### src/rtl/smb_slave_pkg.sv
package smb_slave_pkg;

    typedef enum logic [2:0] {
        ST_IDLE,
        ST_ADDR,
        ST_ADDR_ACK,
        ST_RX,
        ST_RX_ACK,
        ST_TX,
        ST_TX_ACK
    } st_e;

endpackage

### src/rtl/smb_line_cond.sv
// Two-flop synchronizer for the bus lines plus edge and bus-condition detection.
module smb_line_cond (
    input  logic clk_i,
    input  logic rst_ni,
    input  logic scl_i,
    input  logic sda_i,
    output logic scl_o,
    output logic sda_o,
    output logic scl_rise_o,
    output logic scl_fall_o,
    output logic start_o,
    output logic stop_o
);
    typedef struct packed {
        logic [1:0] meta;
        logic [1:0] sync;
        logic [1:0] prev;
    } sy_t;

    sy_t sy_d, sy_q;

    always_comb begin
        sy_d      = sy_q;
        sy_d.meta = {scl_i, sda_i};
        sy_d.sync = sy_q.meta;
        sy_d.prev = sy_q.sync;
    end

    always_ff @(posedge clk_i or negedge rst_ni) begin
        if (!rst_ni) sy_q <= '1;
        else         sy_q <= sy_d;
    end

    assign scl_o      = sy_q.sync[1];
    assign sda_o      = sy_q.sync[0];
    assign scl_rise_o = sy_q.sync[1] & ~sy_q.prev[1];
    assign scl_fall_o = ~sy_q.sync[1] & sy_q.prev[1];
    // data edge while the clock stays high
    assign start_o    = sy_q.sync[1] & sy_q.prev[1] & sy_q.prev[0] & ~sy_q.sync[0];
    assign stop_o     = sy_q.sync[1] & sy_q.prev[1] & ~sy_q.prev[0] & sy_q.sync[0];
endmodule

### src/rtl/smb_regbank.sv
// Byte register file: one synchronous write port, one combinational read port.
module smb_regbank #(
    parameter int PTR_W = 3
) (
    input  logic             clk_i,
    input  logic             rst_ni,
    input  logic             we_i,
    input  logic [PTR_W-1:0] waddr_i,
    input  logic [7:0]       wdata_i,
    input  logic [PTR_W-1:0] raddr_i,
    output logic [7:0]       rdata_o
);
    localparam int DEPTH = 1 << PTR_W;

    logic [7:0] regs_q [DEPTH];

    for (genvar g = 0; g < DEPTH; g++) begin : g_reg
        logic [7:0] cell_d;
        always_comb begin
            cell_d = regs_q[g];
            if (we_i && (waddr_i == PTR_W'(g))) cell_d = wdata_i;
        end
        always_ff @(posedge clk_i or negedge rst_ni) begin
            if (!rst_ni) regs_q[g] <= '0;
            else         regs_q[g] <= cell_d;
        end
    end

    assign rdata_o = regs_q[raddr_i];
endmodule

### src/rtl/smb_slave.sv
// Two-wire slave: address match, command/pointer, block count discard, read/write bursts.
module smb_slave #(
    parameter logic [6:0] DEV_ADDR = 7'h3A,
    parameter int         PTR_W    = 3
) (
    input  logic clk_i,
    input  logic rst_ni,
    input  logic scl_i,
    input  logic sda_i,
    output logic sda_oe_o
);
    import smb_slave_pkg::*;

    localparam int               CNT_W   = 4;
    localparam logic [CNT_W-1:0] BITS    = CNT_W'(8);
    localparam logic [CNT_W-1:0] LASTBIT = CNT_W'(7);
    localparam logic [PTR_W-1:0] PTR_ONE = PTR_W'(1);
    localparam logic [1:0]       IDX_MAX = 2'd2;

    typedef struct packed {
        st_e              st;
        logic [CNT_W-1:0] cnt;
        logic [7:0]       sh;
        logic [PTR_W-1:0] ptr;
        logic             rw;
        logic             blk;
        logic [1:0]       idx;
        logic             oe;
        logic             nack;
    } ctl_t;

    ctl_t       c_d, c_q;
    logic       scl_s, sda_s, scl_rise, scl_fall, start_det, stop_det;
    logic       reg_we;
    logic [7:0] rdata;

    smb_line_cond u_cond (
        .clk_i      (clk_i),
        .rst_ni     (rst_ni),
        .scl_i      (scl_i),
        .sda_i      (sda_i),
        .scl_o      (scl_s),
        .sda_o      (sda_s),
        .scl_rise_o (scl_rise),
        .scl_fall_o (scl_fall),
        .start_o    (start_det),
        .stop_o     (stop_det)
    );

    smb_regbank #(.PTR_W(PTR_W)) u_regs (
        .clk_i   (clk_i),
        .rst_ni  (rst_ni),
        .we_i    (reg_we),
        .waddr_i (c_q.ptr),
        .wdata_i (c_q.sh),
        .raddr_i (c_q.ptr),
        .rdata_o (rdata)
    );

    always_comb begin
        c_d    = c_q;
        reg_we = 1'b0;
        if (stop_det) begin
            c_d.st = ST_IDLE;
            c_d.oe = 1'b0;
        end else if (start_det) begin
            c_d.st  = ST_ADDR;
            c_d.cnt = '0;
            c_d.idx = '0;
            c_d.oe  = 1'b0;
        end else begin
            unique case (c_q.st)
                ST_IDLE: ;
                ST_ADDR: begin
                    if (scl_rise) begin
                        c_d.sh  = {c_q.sh[6:0], sda_s};
                        c_d.cnt = c_q.cnt + 1'b1;
                    end else if (scl_fall && c_q.cnt == BITS) begin
                        if (c_q.sh[7:1] == DEV_ADDR) begin
                            c_d.st = ST_ADDR_ACK;
                            c_d.oe = 1'b1;
                            c_d.rw = c_q.sh[0];
                        end else begin
                            c_d.st = ST_IDLE;
                        end
                    end
                end
                ST_ADDR_ACK: begin
                    if (scl_fall) begin
                        c_d.cnt = '0;
                        if (c_q.rw) begin
                            c_d.st  = ST_TX;
                            c_d.sh  = rdata;
                            c_d.ptr = c_q.ptr + PTR_ONE;
                            c_d.oe  = ~rdata[7];
                        end else begin
                            c_d.st = ST_RX;
                            c_d.oe = 1'b0;
                        end
                    end
                end
                ST_RX: begin
                    if (scl_rise) begin
                        c_d.sh  = {c_q.sh[6:0], sda_s};
                        c_d.cnt = c_q.cnt + 1'b1;
                    end else if (scl_fall && c_q.cnt == BITS) begin
                        c_d.st = ST_RX_ACK;
                        c_d.oe = 1'b1;
                        if (c_q.idx != IDX_MAX) c_d.idx = c_q.idx + 1'b1;
                        if (c_q.idx == 2'd0) begin
                            c_d.ptr = c_q.sh[PTR_W-1:0];
                            c_d.blk = c_q.sh[7];
                        end else if (!(c_q.idx == 2'd1 && c_q.blk)) begin
                            reg_we  = 1'b1;
                            c_d.ptr = c_q.ptr + PTR_ONE;
                        end
                    end
                end
                ST_RX_ACK: begin
                    if (scl_fall) begin
                        c_d.st  = ST_RX;
                        c_d.cnt = '0;
                        c_d.oe  = 1'b0;
                    end
                end
                ST_TX: begin
                    if (scl_fall) begin
                        if (c_q.cnt == LASTBIT) begin
                            c_d.st = ST_TX_ACK;
                            c_d.oe = 1'b0;
                        end else begin
                            c_d.sh  = {c_q.sh[6:0], 1'b0};
                            c_d.oe  = ~c_q.sh[6];
                            c_d.cnt = c_q.cnt + 1'b1;
                        end
                    end
                end
                ST_TX_ACK: begin
                    if (scl_rise) begin
                        c_d.nack = sda_s;
                    end else if (scl_fall) begin
                        if (c_q.nack) begin
                            c_d.st = ST_IDLE;
                        end else begin
                            c_d.st  = ST_TX;
                            c_d.sh  = rdata;
                            c_d.ptr = c_q.ptr + PTR_ONE;
                            c_d.oe  = ~rdata[7];
                            c_d.cnt = '0;
                        end
                    end
                end
                default: c_d.st = ST_IDLE;
            endcase
        end
    end

    always_ff @(posedge clk_i or negedge rst_ni) begin
        if (!rst_ni) begin
            c_q    <= '0;
            c_q.st <= ST_IDLE;
        end else begin
            c_q <= c_d;
        end
    end

    assign sda_oe_o = c_q.oe;
endmodule

### config.mk
export PLATFORM = sky130hd
export DESIGN_NAME = smb_slave
export DESIGN_NICKNAME = d
export VERILOG_FILES = /design/src/rtl/smb_slave_pkg.sv /design/src/rtl/smb_line_cond.sv /design/src/rtl/smb_regbank.sv /design/src/rtl/smb_slave.sv
export SDC_FILE = /design/constraint.sdc
export NUM_CORES = 1
export LEC_CHECK = 0
export BUFFER_PORTS_ARGS = -buffer_cell sky130_fd_sc_hd__buf_2
export CAP_MARGIN = 30
export CORE_MARGIN = 2
export CORE_UTILIZATION = 55
export CTS_CLUSTER_DIAMETER = 100
export DETAILED_ROUTE_END_ITERATION = 16
export PLACE_DENSITY = 0.81
export SYNTH_ARGS = -nofsm -noshare
export SYNTH_HDL_FRONTEND = slang
export SYNTH_SLANG_ARGS = --single-unit
### constraint.sdc
create_clock -name clk_i -period 3.7 [get_ports clk_i]
set_input_delay 0.925 -clock clk_i [delete_from_list [all_inputs] [get_ports clk_i]]
set_output_delay 0.925 -clock clk_i [all_outputs]
set_load 0.05 [all_outputs]
==> results.toml <==
[pwr]
ir_worst_vdd_mv = 0.274
p_leak_nw = 2.48
p_per_area_nw_per_um2 = 409

[cts]
clk-insertion-delay-late_ps = 370
clock_tree.buffer_depth = 2
cts_hold_buf = 0
post_cts_buffers = 0
numCtsBuffers = 9
cts_sinks = 94
post_cts_resized = 0
htree_levels = 3
clk_pin_slew_ps = 100
root_buffer = "clkbuf_8"
cts_tree = "yes"

[floorplan]
start_util_pct = 56.2
die_width_um = 97.9
die-height_um = 97.9
die-area_um2 = 9590
core_um2 = 8640
rows = 34
ioPinCount = 5

[route]
drt-initial-drc-count = 126
route.detailed.drc = 0
viasPerCell = 6.10
wirelength_um = 9440
routed-via-count = 2963
drtPass1Iterations = 4
wl_per_cell_um = 19.4
ant_nets = 0

[synthesis]
synth_edf_count = 0
synth_top_area_cell = "dfrtp_1"
ys.flop_type = "dfrtp_1"
yosysMostFrequentCell = "dfrtp_1"
avgSynthCellArea_um2 = 12.7
synth_cells = 382
synthTopCellsByCount = "88 x dfrtp_1, 69 x mux2_1, 23 x nand2_1"
ys_seq_area_share_pct = 48.6
synth_nets = 397
synth_cell_types = 57
synth_area_um2 = 4850
synth.top_cell.area_share_pct = 45.4
yosysWarnings = 0
ys_seq_elements = 94
synth.area.top_cells = "dfrtp_1 45%, mux2_1 16%, mux4_2 7.0%, dfstp_2 3.2%, ha_1 2.8%"
async_flop_share_pct = 100

[cells_and_area]
nets = 388
diodes = 0
drive_gt1_share_pct = 16.9
fillers = 676
synthToLayoutAreaGrowth_pct = 5.60
finalInstanceArea_um2 = 5120

[critical_path]
r2r_slack_ps = 1110
cpMaxStageDelayCell = "dfrtp_1"
worst_setup_path_end_kind = "flop"
critPathMaxStageDelay_ps = 690
cp_num_buf_inv = 0
path_cells = "nor2b_1, and4_1, and3_1, mux2_1"
required_ps = 3940
critical-path-top-delay-family = "simple AND/OR/NAND/NOR gates"
worstSetupPathType = "reg -> reg"
cp_max_fo = 20
arrival_ps = 2840
cp-start-kind = "flop"

[grt]
grt_usage_pct = 21.0
grt_pass1_wl_um = 16000
grt_max_degree = 53
grt_overflow = 0
grt_pass1_vias = 3212
antenna_found_initial = 0

[status]
status = "finished clean"

[placed_design]
numPortBuffers = 4
gp_congestion = 0.857
placed_cell_area_um2 = 4910
preCtsSetupSlack_ps = 1140
dpl.hpwl_um = 6570

[job]
maxCapViolCount = 0

[sta]
finalCritPeriodShare_pct = 70.1
worst_slew_pin_slew_ps = 774
fin_crit_ps = 2590
fin_skew_ps = 15.8
fin_ws_ps = 1110
relSlewSlack_pct = 48.4
setup_tns_ps = 0
maxSlewViolCount = 0
setup_violations = 0
rsz0062_at_grt = "false"
clock.fmax_mhz = 386
finalHoldViolCount = 0

[hold_path]
hold_path.class = "reg -> reg"
## cells in the final DEF (no fill, tap or decap), types with 2 or more instances in the layout
cell / n
inv_6: 2
and2b_1: 3
mux2_4: 8
nand3b_1: 5
and3b_1: 3
o21bai_1: 3
nand3_2: 3
nor2_1: 16
mux2i_1: 9
nand3_1: 8
buf_4: 3
mux2_1: 69
dfstp_2: 6
clkinv_4: 2
a21oi_1: 9
nor3b_1: 3
nand2_1: 23
nor3_1: 3
mux4_2: 15
inv_1: 7
o2bb2ai_1: 2
o21ai_1: 2
buf_2: 3
a31oi_1: 7
nand2_2: 2
nand2b_1: 2
ha_1: 11
or4_1: 2
nor2b_1: 6
clkbuf_8: 10
o21ai_0: 10
o22ai_1: 2
and3_1: 5
dfrtp_1: 88
## final timing paths
| path | start | endpoint | cells past startpoint |
|---|---|---|---|
| worst max-delay path | c_q[21]$_DFFE_PN0P_ | u_regs.regs_q[42]$_DFFE_PN0P_ | 4 |
| max in group asynchronous | rst_ni | u_cond.sy_d[3]$_DFF_PN1_ | 3 |
| worst max register to register | c_q[21]$_DFFE_PN0P_ | u_regs.regs_q[42]$_DFFE_PN0P_ | 4 |
| worst min register to register | u_cond.sy_d[3]$_DFF_PN1_ | u_cond.scl_o$_DFF_PN1_ | 0 |
| worst min-delay path | u_cond.sy_d[3]$_DFF_PN1_ | u_cond.scl_o$_DFF_PN1_ | 0 |
| min in group asynchronous | rst_ni | c_q[22]$_DFFE_PN0P_ | 1 |
## registers in the layout (all words and copies together) (netlist names)
signal	count
c_q	23
sda_oe_o	1
u_cond.scl_o	1
u_cond.sda_o	1
u_cond.sy_d	2
u_cond.sy_q	2
u_regs.regs_q	64
## power breakdown
group / internal, W / switching (W)
sequential: 0.00107 / 0.000108
combinational: 0.0000886 / 0.000106
clock: 0.000343 / 0.000385
## cell families after synthesis
logic type / Yosys count / synth area share (%)
buffers and inverters: 34 / 3.48
XOR/XNOR: 2 / 0.516
AND/OR/NAND/NOR: 93 / 10.8
multiplexers: 102 / 27.5
adder cells (fa/ha/maj): 11 / 2.84
flip-flops: 94 / 48.6
AO/OA/AOI/OAI: 46 / 6.21
## worst register-to-register path, cell delays in order, from the launching register on
cell	delay, ps
dfrtp_1	690
nor2b_1	460
and4_1	490
and3_1	460
mux2_1	370
## final cells by class
cell class	count	area (um2)	area share, %
Sequential cell	94	2360	46.1
Multi-Input combinational cell	254	2320	45.3
Clock buffer	10	138	2.69
Tap cell	108	135	2.64
Clock inverter	6	76.3	1.49
Timing Repair Buffer	7	65.1	1.27
Inverter	7	26.3	0.513
## per-stage QoR
step                instances  hold WS [ps]  power (W)  utilization [%]
finish                    486           351    0.00210             59.3
floorplan                 382           345    0.00131                -
global route              486           363    0.00219             59.3
CTS                       486           354    0.00211             59.3
global placement          469           346    0.00138             56.5
detailed placement        470           347    0.00139             56.9
## metal layers
metal	part of all wire (%)	global-route usage, %	up-vias
met1	45	26.8	1540
met4	1.6	9.08	0
met5	0	0	-
met2	52	36.1	40
met3	1.9	2.79	13
li1	-	-	1370
Note: power is estimated with default switching activity, not from simulation.
